[src/rtl/alm_pkg.sv]
// Shared constants for the alarm comparator.
// Assumes five BCD calendar fields, each one byte wide, with field 0 = second
// and field 4 = month.
package alm_pkg;
    localparam int NF      = 5;     // number of compared fields
    localparam int DW      = 8;     // register and field width
    localparam int AW      = 4;     // address width
    localparam int BASE    = 2;     // address of the seconds alarm register
    localparam int RPT_BIT = 7;     // repeat bit position in each alarm register
    localparam int AFE_BIT = 6;     // alarm enable, month register
    localparam int ABE_BIT = 5;     // backup alarm enable, month register

    // value bits compared per field, index 0 = second .. 4 = month
    localparam logic [NF-1:0][DW-1:0] VALUE_MASK =
        {8'h1F, 8'h3F, 8'h3F, 8'h7F, 8'h7F};

    // enable bits stored in the month register
    localparam logic [DW-1:0] EN_MASK = DW'((1 << AFE_BIT) | (1 << ABE_BIT));
endpackage

[src/rtl/alm_regs.sv]
// Alarm register bank: one byte per compared field, written through a simple
// strobe port. Assumes field i lives at address BASE+i. The power-up pulse
// clears the enable bits of the top field and takes priority over a write.
module alm_regs #(
    parameter int NF   = alm_pkg::NF,
    parameter int DW   = alm_pkg::DW,
    parameter int AW   = alm_pkg::AW,
    parameter int BASE = alm_pkg::BASE
) (
    input  logic                   clk,
    input  logic                   rst_n,
    input  logic                   wr_en,
    input  logic [AW-1:0]          wr_addr,
    input  logic [DW-1:0]          wr_data,
    input  logic                   pwr_up,
    output logic [NF-1:0][DW-1:0]  alarm_q,
    output logic [NF-1:0]          rpt,
    output logic                   afe,
    output logic                   abe
);
    for (genvar i = 0; i < NF; i++) begin : g_fld
        localparam int              ADDR_I = BASE + i;
        localparam logic [DW-1:0]   CLR_I  = (i == NF-1) ? alm_pkg::EN_MASK : '0;
        logic [DW-1:0] nxt;

        // next value: write when addressed, then strip enables on power-up
        always_comb begin
            nxt = alarm_q[i];
            if (wr_en && (wr_addr == ADDR_I[AW-1:0]))
                nxt = wr_data;
            if (pwr_up)
                nxt = nxt & ~CLR_I;
        end

        // register the field
        always_ff @(posedge clk) begin
            if (!rst_n) alarm_q[i] <= '0;
            else        alarm_q[i] <= nxt;
        end

        assign rpt[i] = alarm_q[i][alm_pkg::RPT_BIT];
    end

    assign afe = alarm_q[NF-1][alm_pkg::AFE_BIT];
    assign abe = alarm_q[NF-1][alm_pkg::ABE_BIT];
endmodule

[src/rtl/alm_match.sv]
// Masked field comparator. A field is ignored when its repeat bit is set.
// The repeat code is legal only when it is a run of ones from the top field
// down. Any other code ignores every field, so every tick matches.
module alm_match #(
    parameter int NF = alm_pkg::NF,
    parameter int DW = alm_pkg::DW
) (
    input  logic [NF-1:0][DW-1:0] alarm_q,
    input  logic [NF-1:0][DW-1:0] cur,
    input  logic [NF-1:0]         rpt,
    output logic                  hit
);
    logic [NF-2:0] chain;
    logic [NF-1:0] fld_ok;
    logic          code_ok;

    // legal code: a set bit implies the next higher bit is set
    for (genvar i = 0; i < NF-1; i++) begin : g_chain
        assign chain[i] = !rpt[i] || rpt[i+1];
    end
    assign code_ok = &chain;

    // per-field verdict: ignored, or the value bits agree
    for (genvar i = 0; i < NF; i++) begin : g_cmp
        localparam logic [DW-1:0] M = alm_pkg::VALUE_MASK[i];
        logic eq;
        assign eq        = ((alarm_q[i] ^ cur[i]) & M) == '0;
        assign fld_ok[i] = (code_ok ? rpt[i] : 1'b1) || eq;
    end

    assign hit = &fld_ok;
endmodule

[src/rtl/alm_flag.sv]
// Pending alarm flag, read snapshot and interrupt line. Assumes the tick and
// the read strobe are single-cycle pulses. A match on a tick wins over a
// clear by a read in the same cycle.
module alm_flag (
    input  logic clk,
    input  logic rst_n,
    input  logic tick,
    input  logic hit,
    input  logic flags_rd,
    input  logic afe,
    input  logic abe,
    input  logic on_backup,
    output logic af_q,
    output logic rd_af_q,
    output logic irq_n
);
    // pending flag: set on a matching tick, cleared by a read
    always_ff @(posedge clk) begin
        if (!rst_n)            af_q <= 1'b0;
        else if (tick && hit)  af_q <= 1'b1;
        else if (flags_rd)     af_q <= 1'b0;
    end

    // read snapshot: the flag as it stood before this read
    always_ff @(posedge clk) begin
        if (!rst_n)        rd_af_q <= 1'b0;
        else if (flags_rd) rd_af_q <= af_q;
    end

    // interrupt line, gated by the enables for the current power mode
    assign irq_n = !(af_q && afe && (!on_backup || abe));
endmodule

[src/rtl/alarm_cmp.sv]
// Top of the alarm comparator. Packs the live BCD time fields, stores the
// alarm registers, compares the fields on each tick and drives the flag and
// interrupt. Assumes the time fields are stable in the cycle of the tick.
module alarm_cmp #(
    parameter int DW = alm_pkg::DW,
    parameter int AW = alm_pkg::AW
) (
    input  logic          clk,
    input  logic          rst_n,
    input  logic          wr_en,
    input  logic [AW-1:0] wr_addr,
    input  logic [DW-1:0] wr_data,
    input  logic          flags_rd,
    input  logic [DW-1:0] cur_sec,
    input  logic [DW-1:0] cur_min,
    input  logic [DW-1:0] cur_hour,
    input  logic [DW-1:0] cur_date,
    input  logic [DW-1:0] cur_mon,
    input  logic          sec_tick,
    input  logic          on_backup,
    input  logic          pwr_up,
    output logic          irq_n,
    output logic          rd_af
);
    localparam int NF = alm_pkg::NF;

    logic [NF-1:0][DW-1:0] cur_pk;
    logic [NF-1:0][DW-1:0] alarm_q;
    logic [NF-1:0]         rpt;
    logic                  en_afe;
    logic                  en_abe;
    logic                  match_hit;
    logic                  af_live;

    // field order: index 0 = second .. index NF-1 = month
    assign cur_pk = {cur_mon, cur_date, cur_hour, cur_min, cur_sec};

    alm_regs #(.NF(NF), .DW(DW), .AW(AW), .BASE(alm_pkg::BASE)) u_regs (
        .clk     (clk),
        .rst_n   (rst_n),
        .wr_en   (wr_en),
        .wr_addr (wr_addr),
        .wr_data (wr_data),
        .pwr_up  (pwr_up),
        .alarm_q (alarm_q),
        .rpt     (rpt),
        .afe     (en_afe),
        .abe     (en_abe)
    );

    alm_match #(.NF(NF), .DW(DW)) u_match (
        .alarm_q (alarm_q),
        .cur     (cur_pk),
        .rpt     (rpt),
        .hit     (match_hit)
    );

    alm_flag u_flag (
        .clk       (clk),
        .rst_n     (rst_n),
        .tick      (sec_tick),
        .hit       (match_hit),
        .flags_rd  (flags_rd),
        .afe       (en_afe),
        .abe       (en_abe),
        .on_backup (on_backup),
        .af_q      (af_live),
        .rd_af_q   (rd_af),
        .irq_n     (irq_n)
    );
endmodule

[config.mk]
export PLATFORM = sky130hd
export DESIGN_NAME = alarm_cmp
export DESIGN_NICKNAME = d
export VERILOG_FILES = /design/src/rtl/alm_pkg.sv /design/src/rtl/alm_regs.sv /design/src/rtl/alm_match.sv /design/src/rtl/alm_flag.sv /design/src/rtl/alarm_cmp.sv
export SDC_FILE = /design/constraint.sdc
export NUM_CORES = 1
export LEC_CHECK = 0
export ABC_CLOCK_PERIOD_IN_PS = 2100
export BUFFER_PORTS_ARGS = -buffer_cell sky130_fd_sc_hd__buf_2
export CORE_ASPECT_RATIO = 0.6
export CORE_MARGIN = 2
export CORE_UTILIZATION = 31
export CTS_BUF_LIST = sky130_fd_sc_hd__clkbuf_2
export CTS_CLUSTER_SIZE = 25
export DETAILED_ROUTE_END_ITERATION = 8
export GPL_ROUTABILITY_DRIVEN = 1
export GPL_TIMING_DRIVEN = 0
export HOLD_SLACK_MARGIN = 0.15
export PLACE_DENSITY = 0.53
export SLEW_MARGIN = 30
export SYNTH_ARGS = -nofsm -noshare
export SYNTH_HDL_FRONTEND = slang
export SYNTH_SLANG_ARGS = --single-unit
[constraint.sdc]
create_clock -name clk -period 2.1 [get_ports clk]
set_input_delay 0.42 -clock clk [delete_from_list [all_inputs] [get_ports clk]]
set_output_delay 0.42 -clock clk [all_outputs]
set_load 0.01 [all_outputs]
# After elaboration in Yosys (flattened, before gate mapping)
# Index checks and enable logic that the tools add are counted.
[op_classes] reduce_logical=33 n_mux=8 n_bitwise=6 eq_ne=5
[op_table] op="8-bit logical NOT" count=5
[op_table] op="7-bit XOR" count=2
[op_table] op="4-bit by 3-bit == test with 1-bit output (second input constant)" count=3
[op_table] op="6-bit XOR" count=2
[op_table] op="1-bit logical OR" count=10
[op_table] op="4-bit by 2-bit == test with 1-bit output (second input constant)" count=2
[op_table] op="1-bit logical AND" count=8
[op_table] op="8-bit two-way mux" count=1
[op_table] op="1-bit two-way mux" count=7
[op_table] op="1-bit logical NOT" count=6
[op_table] op="5-bit AND reduction" count=1
[op_table] op="5-bit XOR" count=1
[op_table] op="4-bit AND reduction" count=1
[op_table] op="2-bit nonzero test" count=1
[op_table] op="2-bit OR reduction" count=1
[op_table] op="1-bit inverter" count=1
[totals] output_inout_bits=2 register_bits=42 inputBits=59 word_cells=60

# Depth between registers and ports, before layout
# Gate-level depths: netlist (run 1).
[depth] word_depth=8 mapped_depth=6 mapped_depth_nobuf=5

# Modules after synthesis
# Synthesis (run 1) repeated with hierarchy kept, for this count alone.
[hier_totals] cells_unflattened=212 hier_area_um2=2045.7
[by_module_without_submodules] module="alm_regs" n_inst=1 area_each_um2=1570.3 cells_per_inst=153
[by_module_without_submodules] module="alm_match" n_inst=1 area_each_um2=390.4 cells_per_inst=50
[by_module_without_submodules] module="alm_flag" n_inst=1 area_each_um2=85.1 cells_per_inst=9

# Least setup slack after synthesis (run 1)
# OpenSTA, ideal clock, no wires.
[synth_path] path_type="input -> register" startpoint="in cur_min[3]" endpoint="reg u_flag.af_q" n_path_buf=0 arrival_time_ps=1408 setup_slack_ps=631 path_stages=5 path_cell_list="xor2_1 nor4_2 a2111oi_1 a2111oi_1 a32o_1"
[synth_between] elab_chain_len=6 word_cells_on_any_way=7 classes_between="mux (1); bitwise (1); reduce/logical (5)"
[synth_rtl] item="from (decl)" line="alarm_cmp.sv:15" source="input logic [DW-1:0] cur_min,"
[synth_rtl] item="7-bit XOR (*)" line="alm_match.sv:27" source="assign eq = ((alarm_q[i] ^ cur[i]) & M) == '0;"
[synth_rtl] item="8-bit logical NOT (*)" line="alm_match.sv:27"
[synth_rtl] item="1-bit logical OR (*)" line="alm_match.sv:28" source="assign fld_ok[i] = (code_ok ? rpt[i] : 1'b1) || eq;"
[synth_rtl] item="5-bit AND reduction (*)" line="alm_match.sv:31" source="assign hit = &fld_ok;"
[synth_rtl] item="1-bit logical AND (*)" line="alm_flag.sv:20" source="else if (tick && hit) af_q <= 1'b1;"
[synth_rtl] item="1-bit two-way mux or 2-bit nonzero test (tied branches)"
[synth_rtl] item="to (signal assigned)" line="alm_flag.sv:19" source="if (!rst_n) af_q <= 1'b0;"
[synth_rtl] item="to (signal assigned)" line="alm_flag.sv:20"
[synth_rtl] item="to (signal assigned)" line="alm_flag.sv:21" source="else if (flags_rd) af_q <= 1'b0;"
[synth_rtl] item="to (decl)" line="alm_flag.sv:13" source="output logic af_q,"
# Every way passes the cells marked *; elsewhere a longest branch is shown, timed or not.
# A chain may end at the register's enable or synchronous reset.

# Final worst setup path (run 1)
[layout_path] startpoint="reg u_regs.alarm_q[20] (netlist bit)" endpoint="reg u_flag.af_q"
[layout_between] elab_chain_len=6 word_cells_on_any_way=7 classes_between="mux (1); bitwise (1); reduce/logical (5)"
[layout_rtl] item="from (decl)" line="alm_regs.sv:16" source="output logic [NF-1:0][DW-1:0] alarm_q,"
[layout_rtl] item="from (signal, indexed assignment)" line="alm_regs.sv:38" source="else alarm_q[i] <= nxt;"
[layout_rtl] item="6-bit XOR (*)" line="alm_match.sv:27"
[layout_rtl] item="8-bit logical NOT (*)" line="alm_match.sv:27"
[layout_rtl] item="1-bit logical OR (*)" line="alm_match.sv:28"
[layout_rtl] item="5-bit AND reduction (*)" line="alm_match.sv:31"
[layout_rtl] item="1-bit logical AND (*)" line="alm_flag.sv:20"
[layout_rtl] item="1-bit two-way mux or 2-bit nonzero test (tied branches)"
# Marks and branches as above.

==> impl_metrics.env, run 1 <==
export IMPL_period_needed_ns=1.685
export IMPL_worst_pin_slew_ns=0.5958
export IMPL_startpoint_type="flop"
export IMPL_finalNonFillerCells=333
export IMPL_ys_seq_elements=40
export IMPL_grt_use_total_pct=14.24
export IMPL_drc=0
export IMPL_hold_start="pwr_up"
export IMPL_ys_async_sr_fraction_pct=0
export IMPL_antenna_left=0
export IMPL_route_vias_total=1484
export IMPL_drv_slew=0
export IMPL_syn_avg_cell_area_sq_um=10.36
export IMPL_ys_types=26
export IMPL_fin_crit_sh_pct=80.22
export IMPL_post_cts_resized=0
export IMPL_drt_first_iter_violations=47
export IMPL_crit_fanout=2
export IMPL_r2r_start="u_regs.alarm_q[20]$_SDFFE_PN0P_"
export IMPL_coreArea_sq_um=6111
export IMPL_syn_area_sq_um=1968
export IMPL_syn_inst=190
export IMPL_drive_gt1_share_pct=25.30
export IMPL_yosysWarningCount=0
export IMPL_setup_viol=0
export IMPL_cts_root_buf="clkbuf_2"
export IMPL_worstSetupStartpoint="u_regs.alarm_q[20]$_SDFFE_PN0P_"
export IMPL_cp_arrival_ns=2.05
export IMPL_antenna_found_initial=0
export IMPL_final_seq_area_sq_um=800.8
export IMPL_slowest_stage="a2111oi_1"
export IMPL_syn2layout_area_growth_pct=20.28
export IMPL_critPathRequiredTime_ns=2.47
export IMPL_nNetsFinal=307
export IMPL_dp_hpwl_um=3616
export IMPL_rows=22
export IMPL_hold_path_class="primary input to flop"
export IMPL_path_clk_slew_ns=0.21
export IMPL_port_buffers=51
export IMPL_grt_pass1_vias=1413
export IMPL_ctsHoldBuffers=0
export IMPL_postCtsSetupRepairBufs=0
export IMPL_final_cell_mix="buf_2 (53), dfxtp_1 (40), mux2i_1 (39), nor2b_1 (39), xor2_1 (23)"
export IMPL_cts_tree="yes"
export IMPL_gp_congestion=0.7518
export IMPL_chipHeight_um=65.72
export IMPL_drv_cap=0
export IMPL_max_clock_path_buffers=2
export IMPL_syn_nets=249
export IMPL_status="finished clean"
export IMPL_dr_pass1_iters=4
export IMPL_relSlewSlack_pct=60.15
export IMPL_ir_drop_mv=0.1831
export IMPL_grt_max_degree=12
export IMPL_wl_um=4687
export IMPL_timing_fmax_mhz=593.6
export IMPL_critPathKind="flop to flop"
export IMPL_fill_cells=669
export IMPL_crit_chain="xor2_1, nor4_1, nand3_1, a2111oi_1, a32o_1"
export IMPL_drt_vias_per_instance=4.456
export IMPL_grt_pass1_wl_um=7300
export IMPL_setup_tns_ns=0
export IMPL_wl_per_cell_um=14.08
export IMPL_dpl_cell_count=325
export IMPL_finClkSkew_ns=0.02097
export IMPL_grt_overflow_total=0
export IMPL_critPathMaxStageDelay_ns=0.43
export IMPL_die_x_um=106.9
export IMPL_setup_worst_path_end_class="flop"
export IMPL_antenna_cells=0
export IMPL_final_common_cell="buf_2"
export IMPL_die_area_sq_um=7023
export IMPL_start_util_pct=32.21
export IMPL_clock_sinks=40
export IMPL_ios=61
export IMPL_p_leak_nw=1.033
export IMPL_synthFlopType="dfxtp_1"
export IMPL_h_tree_depth=2
export IMPL_p_per_area_nw_per_um2=543.2
export IMPL_cts_buffers_inserted=5
export IMPL_rsz0062_at_grt="false"
export IMPL_synth_edff_count=0
export IMPL_clk_insertion_delay_late_ns=0.40
export IMPL_multi_input_comb_area_sq_um=1131
export IMPL_hold_viol=0
export IMPL_ys_seq_area_share_pct=40.69
worst paths after layout:
check | end | slack [ns] | cells after the start
max reg2reg | u_flag.af_q$_SDFFE_PN0P_ | 0.42 | 5
min reg2reg | u_regs.abe$_SDFFE_PP0P_ | 0.52 | 2
min | u_regs.abe$_SDFFE_PP0P_ | 0.28 | 3
max | u_flag.af_q$_SDFFE_PN0P_ | 0.42 | 5
power breakdown:
group / internal, mW / switching, mW
logic: 0.0823 / 0.0826
registers: 0.770 / 0.00641
clock network: 0.0891 / 0.256
total: 0.941 / 0.345
per-layer routing:
layer | routed length [um] | up-vias | global-route usage, %
met2 | 1777 | 36 | 19.51
li1 | - | 765 | -
met4 | 50 | 0 | 3.896
met1 | 2621 | 675 | 21.30
met5 | 0 | - | 0
met3 | 237 | 8 | 4.067
sequential cells by signal, summed over array words and instances (netlist names):
signal and cells:
u_regs.alarm_q 36, u_flag.af_q 1, u_flag.rd_af_q 1, u_regs.abe 1
u_regs.afe 1
Yosys cell counts, types with 2 or more instances:
cell type / instances / share of area, %
nor3_1: 3 / 0.76
a2111oi_1: 2 / 1.0
xor2_1: 23 / 10
inv_1: 3 / 0.57
nand2_1: 3 / 0.57
buf_2: 2 / 0.51
clkbuf_1: 4 / 0.76
mux2i_1: 39 / 20
nor2b_1: 39 / 12
nor2_1: 4 / 0.76
dfxtp_1: 40 / 41
nor4_1: 4 / 1.3
nor3_4: 2 / 1.7
nand3b_1: 2 / 0.76
xnor2_1: 8 / 3.6
nand2b_1: 2 / 0.64
logic make-up after synthesis:
| kind of cell | share of synthesized area [%] |
|---|---|
| AO/OA/AOI/OAI | 3.497 |
| XOR/XNOR | 13.80 |
| buffers and inverters | 1.843 |
| flip-flops | 40.69 |
| multiplexers | 19.83 |
| AND/OR/NAND/NOR | 20.34 |
cell type report:
class                           instances  share of cell area, %
Clock buffer                            7                  1.480
Sequential cell                        40                  33.83
Clock inverter                          1                 0.1586
Buffer                                  6                  1.057
Tap cell                               84                  4.440
Timing Repair Buffer                   51                  10.78
Inverter                                3                 0.4757
Multi-Input combinational cell        141                  47.78
through the flow:
| stage | hold slack (ns) | total power, mW | util, % | worst slack [ns] | cell area, sq um |
|---|---|---|---|---|---|
| global route | 0.2399 | 1.355 | 38.74 | 0.3745 | 2367 |
| floorplan | 0.4606 | 0.8682 | - | 0.6312 | 1968 |
| finish | 0.2836 | 1.286 | 38.74 | 0.4155 | 2367 |
| detailed placement | 0.4913 | 0.9579 | 38.10 | 0.2607 | 2328 |
| global placement | 0.4846 | 0.9584 | 38.10 | 0.2243 | 2328 |
| CTS | 0.2523 | 1.304 | 38.74 | 0.4012 | 2367 |
critical path, delay by kind of cell, from the launching register on:
family / cells / cell delay [ns]
compound gates: 2 / 0.60
simple gates: 2 / 0.54
flops: 1 / 0.36
xor+xnor: 1 / 0.16
No activity file was read; power rests on OpenSTA's default activity.
==> inputs of run 2 (changes only) <==
Settings changed: ABC_CLOCK_PERIOD_IN_PS 2100 to 1410, PLACE_DENSITY 0.53 to 0.55.
Clock period 2.1 ns to 1.41 ns, I/O delays scaled along.
==> impl_metrics.env, run 2 (synthesized netlist as in run 1, its figures left out) <==
export IMPL_fill_cells=629
export IMPL_dpl_cell_count=325
export IMPL_route_vias_total=1492
export IMPL_max_clock_path_buffers=2
export IMPL_crit_fanout=2
export IMPL_die_x_um=106.9
export IMPL_combinationalPowerShare_pct=13.3
export IMPL_dp_hpwl_um=3664
export IMPL_finalPower_mw=1.924
export IMPL_setup_worst_path_end_class="flop"
export IMPL_largest_reg_flops=36
export IMPL_coreArea_sq_um=6111
export IMPL_grt_overflow_total=0
export IMPL_drv_cap=0
export IMPL_final_common_cell="buf_2"
export IMPL_cts_buffers_inserted=5
export IMPL_cts_root_buf="clkbuf_2"
export IMPL_crit_buf_inv=0
export IMPL_p_sw_mw=0.5179
export IMPL_startpoint_type="flop"
export IMPL_status="finished with violations"
export IMPL_rows=22
export IMPL_h_tree_depth=2
export IMPL_drc=0
export IMPL_timing_fmax_mhz=643.6
export IMPL_wl_um=4706
export IMPL_period_needed_ns=1.554
export IMPL_drt_vias_per_instance=4.467
export IMPL_grt_pass1_wl_um=7334
export IMPL_clock_sinks=40
export IMPL_final_cell_mix="buf_2 (53), mux2i_1 (39), nor2b_1 (39)"
export IMPL_path_clk_slew_ns=0.21
export IMPL_hold_viol=0
export IMPL_cp_arrival_ns=1.92
export IMPL_grt_pass1_vias=1392
export IMPL_p_leak_nw=1.042
export IMPL_finClkSkew_ns=0.01322
export IMPL_dr_pass1_iters=4
export IMPL_failed_checks="setup timing"
export IMPL_grt_max_degree=12
export IMPL_rsz0062_at_grt="true"
export IMPL_ios=61
export IMPL_largest_register="u_regs.alarm_q"
export IMPL_worst_pin_slew_ns=0.5883
export IMPL_gp_congestion=0.7971
export IMPL_hold_path_class="primary input to flop"
export IMPL_drt_first_iter_violations=42
export IMPL_antenna_cells=0
export IMPL_place_ws_ns=-0.4323
export IMPL_swShare_pct=26.92
export IMPL_drive_gt1_share_pct=28.80
export IMPL_fin_crit_sh_pct=110.2
export IMPL_syn2layout_area_growth_pct=23.14
export IMPL_wl_per_cell_um=14.09
export IMPL_antenna_found_initial=0
export IMPL_port_buffers=51
export IMPL_antenna_left=0
export IMPL_clk_insertion_delay_late_ns=0.40
export IMPL_critPathKind="flop to flop"
export IMPL_finalNonFillerCells=334
export IMPL_holdWs_ns=0.1715
export IMPL_cts_tree="yes"
export IMPL_relSlewSlack_pct=60.65
export IMPL_nNetsFinal=308
export IMPL_postLayoutSetupSlackWorst_ns=-0.1438
export IMPL_critPathRequiredTime_ns=1.77
export IMPL_slowest_stage="nor4_2"
export IMPL_p_per_area_nw_per_um2=793.9
export IMPL_cp_top_family="compound AO/OA/AOI/OAI gates"
export IMPL_setup_viol=1
export IMPL_clock_power_share_pct=26.6
export IMPL_critPathMaxStageDelay_ns=0.38
export IMPL_die_area_sq_um=7023
export IMPL_start_util_pct=32.21
export IMPL_drv_slew=0
export IMPL_grt_use_total_pct=14.18
export IMPL_ir_drop_mv=0.3176
export IMPL_power_frac_seq_pct=60.1
export IMPL_cellInternalPower_mw=1.406
export IMPL_crit_chain="xor2_1, nor4_2, a2111oi_2, a2111oi_4, a32o_1"
export IMPL_chipHeight_um=65.72
[run 2: cell count changes in the layout (fill, tap and decap cells not counted), sizes merged]
cell | before | now
dlygate4sd3 | 0 | 1
[run 2: tightest hold or removal path, stage by stage]
cell and delay (ns):
buf_2 0.11, mux2i_1 0.07, nor2_1 0.07
[run 2: stage by stage]
step / utilization (%) / instance area [sq um] / setup TNS [ns]
2_1_floorplan: - / 1968 / 0
3_3_place_gp: 38.10 / 2328 / -2.317
3_5_place_dp: 38.10 / 2328 / -2.522
4_1_cts: 39.19 / 2395 / -0.2238
5_1_grt: 39.66 / 2424 / -0.2781
6_report: 39.66 / 2424 / -0.1438
[run 2: layout make-up]
| cell class | count | area (sq um) | area share, % |
|---|---|---|---|
| flip-flops and latches | 40 | 805.8 | 33.25 |
| inverters | 3 | 11.26 | 0.4646 |
| well taps | 84 | 105.1 | 4.337 |
| clock buffers | 7 | 35.03 | 1.446 |
| plain buffers | 6 | 25.02 | 1.033 |
| repair buffers | 52 | 265.3 | 10.94 |
| clock inverters | 1 | 3.754 | 0.1549 |
| multi-input cells | 141 | 1172 | 48.37 |
[run 2: repair_timing]
action                                  CTS  global route
buffers inserted                          0             0
hold buffers                              1             0
endpoints found under the hold margin     2             0
pin swaps                                 2             8
resized for setup                         3             8
endpoints found under the setup margin    1             2
[run 2: worst paths after layout]
path	from	slack [ns]	end	cells past startpoint
worst max-delay path	u_regs.alarm_q[10]$_SDFFE_PN0P_	-0.14	u_flag.af_q$_SDFFE_PN0P_	5
worst min-delay path	wr_data[6]	0.17	u_regs.afe$_SDFFE_PP0P_	3
worst max register to register	u_regs.alarm_q[10]$_SDFFE_PN0P_	-0.14	u_flag.af_q$_SDFFE_PN0P_	5
worst min register to register	u_regs.afe$_SDFFE_PP0P_	0.52	u_regs.afe$_SDFFE_PP0P_	2
[run 2: power by group through the flow]
stage               sequential (mW)  clock, mW  combinational [mW]
finish                         1.16      0.512               0.256
CTS                            1.16      0.530               0.254
floorplan                      1.18          0               0.117
global route                   1.16      0.578               0.278
detailed placement             1.18          0               0.246
global placement               1.18          0               0.244
[run 2: per-layer routing]
metal  part of all wire, %  GRT usage, %  vias to the layer above
li1                      -             -                      765
met2                    38         19.35                       39
met1                    56         21.46                      683
met5                     0             0                        -
met4                  0.76         3.896                        0
met3                   5.2         3.770                        5
==> inputs of run 3 (changes only) <==
Settings changed: SYNTH_HIERARCHICAL set to 1.
==> impl_metrics.env, run 3 <==
export IMPL_fill_cells=665
export IMPL_drt_vias_per_instance=4.440
export IMPL_syn_avg_cell_area_sq_um=9.623
export IMPL_grt_pass1_vias=1574
export IMPL_period_needed_ns=1.695
export IMPL_postLayoutSetupSlackWorst_ns=-0.2849
export IMPL_dp_hpwl_um=3512
export IMPL_final_common_cell="buf_2"
export IMPL_failed_checks="setup timing"
export IMPL_critPathRequiredTime_ns=1.74
export IMPL_finalPower_mw=1.911
export IMPL_port_buffers=51
export IMPL_r2r_start="u_regs/alarm_q[29]$_SDFFE_PN0P_"
export IMPL_largest_register="u_regs/alarm_q"
export IMPL_ir_drop_mv=0.2758
export IMPL_cts_root_buf="clkbuf_2"
export IMPL_worst_pin_slew_ns=0.7464
export IMPL_grt_max_degree=12
export IMPL_die_x_um=106.7
export IMPL_syn_inst=204
export IMPL_hold_path_class="primary input to flop"
export IMPL_drc=0
export IMPL_wl_um=4651
export IMPL_drv_cap=0
export IMPL_drt_first_iter_violations=73
export IMPL_coreArea_sq_um=6111
export IMPL_rsz0062_at_grt="true"
export IMPL_grt_pass1_wl_um=7603
export IMPL_worstSetupStartpoint="u_regs/alarm_q[29]$_SDFFE_PN0P_"
export IMPL_path_clk_slew_ns=0.20
export IMPL_hold_end="u_regs/afe$_SDFFE_PP0P_"
export IMPL_finalNonFillerCells=352
export IMPL_critPathKind="flop to flop"
export IMPL_p_leak_nw=1.053
export IMPL_chipHeight_um=65.64
export IMPL_cts_tree="yes"
export IMPL_crit_fanout=2
export IMPL_grt_use_total_pct=14.33
export IMPL_antenna_found_initial=0
export IMPL_drv_slew=0
export IMPL_hold_depth=4
export IMPL_hold_start="pwr_up"
export IMPL_antenna_left=0
export IMPL_reg2reg_to="u_flag/af_q$_SDFFE_PN0P_"
export IMPL_rows=22
export IMPL_status="finished with violations"
export IMPL_p_per_area_nw_per_um2=771.2
export IMPL_cts_buffers_inserted=5
export IMPL_largest_reg_flops=36
export IMPL_ios=61
export IMPL_timing_fmax_mhz=590.0
export IMPL_final_cell_mix="buf_2 (53), nand2_1 (49), mux2i_1 (39)"
export IMPL_cp_arrival_ns=2.03
export IMPL_syn2layout_area_growth_pct=26.20
export IMPL_grt_overflow_total=0
export IMPL_relSlewSlack_pct=48.95
export IMPL_dr_pass1_iters=4
export IMPL_start_util_pct=32.13
export IMPL_drive_gt1_share_pct=30.60
export IMPL_syn_area_sq_um=1963
export IMPL_max_clock_path_buffers=2
export IMPL_h_tree_depth=2
export IMPL_clk_insertion_delay_late_ns=0.37
export IMPL_wl_per_cell_um=13.21
export IMPL_clock_sinks=40
export IMPL_r2r_slack_ns=-0.28
export IMPL_hold_viol=0
export IMPL_antenna_cells=0
export IMPL_die_area_sq_um=7006
export IMPL_setup_viol=1
export IMPL_dpl_cell_count=339
export IMPL_syn_nets=263
export IMPL_setup_worst_path_end_class="flop"
export IMPL_route_vias_total=1563
export IMPL_nNetsFinal=326
export IMPL_startpoint_type="flop"
export IMPL_gp_congestion=0.7202
export IMPL_finClkSkew_ns=0.02677
export IMPL_fin_crit_sh_pct=120.2
export IMPL_yosysWarningCount=6
export IMPL_reg2reg_depth=6
[run 3: layer usage]
metal,GRT usage (%),part of all wire [%],vias to the layer above,routed length [um]
met3,3.472,4.8,2,225
met5,0,0,-,0
met4,2.922,0.17,0,8
met1,20.69,54,717,2501
met2,21.66,41,36,1915
li1,-,-,808,-
[run 3: area by class of cell]
cell class | count | area (sq um) | share of cell area (%)
inverters | 2 | 7.507 | 0.3030
plain buffers | 13 | 81.33 | 3.283
repair buffers | 56 | 305.3 | 12.32
well taps | 84 | 105.1 | 4.242
multi-input cells | 149 | 1135 | 45.81
clock buffers | 7 | 35.03 | 1.414
clock inverters | 1 | 3.754 | 0.1515
flip-flops and latches | 40 | 804.5 | 32.47
[run 3: worst max-delay path: stages (launching register included)]
cell and delay, ns:
dfxtp_2 0.37, xor2_2 0.14, nor4_2 0.32, o2111ai_2 0.23, a2111oi_4 0.41, nand2_1 0.09, a21boi_1 0.11
[run 3: stage by stage]
step                utilization, %  cell area [sq um]  hold WS, ns  worst slack [ns]  setup TNS [ns]
global placement             38.10               2328       0.4435           -0.3860         -0.3860
floorplan                        -               1968       0.4102           0.03446               0
global route                 40.54               2477       0.1882           -0.4447         -0.4447
finish                       40.54               2477       0.1807           -0.2849         -0.2849
detailed placement           38.10               2328       0.4530           -0.3745         -0.3805
CTS                          39.78               2431       0.1607           -0.2918         -0.2918
[run 3: timing repair]
| action | in CTS | in global routing |
|---|---|---|
| buffers inserted | 0 | 0 |
| setup endpoints to repair | 1 | 1 |
| pin swaps | 0 | 1 |
| hold buffers | 5 | 0 |
| endpoints found under the hold margin | 4 | 0 |
| gates resized for setup | 3 | 8 |
[run 3: power breakdown]
| group | switching [mW] | leakage, nW | internal (mW) |
|---|---|---|---|
| registers | 0.00937 | 0.324 | 1.15 |
| clock network | 0.366 | 0.0306 | 0.133 |
| logic | 0.130 | 0.698 | 0.126 |
| total | 0.505 | 1.05 | 1.41 |
[run 3: worst max-delay path by stage]
stage / end / slack (ns) / cells after the start
finish: u_flag/af_q$_SDFFE_PN0P_ / -0.28 / 6
global route: u_flag/af_q$_SDFFE_PN0P_ / -0.44 / 6
CTS: u_flag/af_q$_SDFFE_PN0P_ / -0.29 / 6
detailed placement: u_flag/af_q$_SDFFE_PN0P_ / -0.37 / 8
global placement: u_flag/af_q$_SDFFE_PN0P_ / -0.39 / 8
floorplan: u_flag/af_q$_SDFFE_PN0P_ / 0.03 / 6
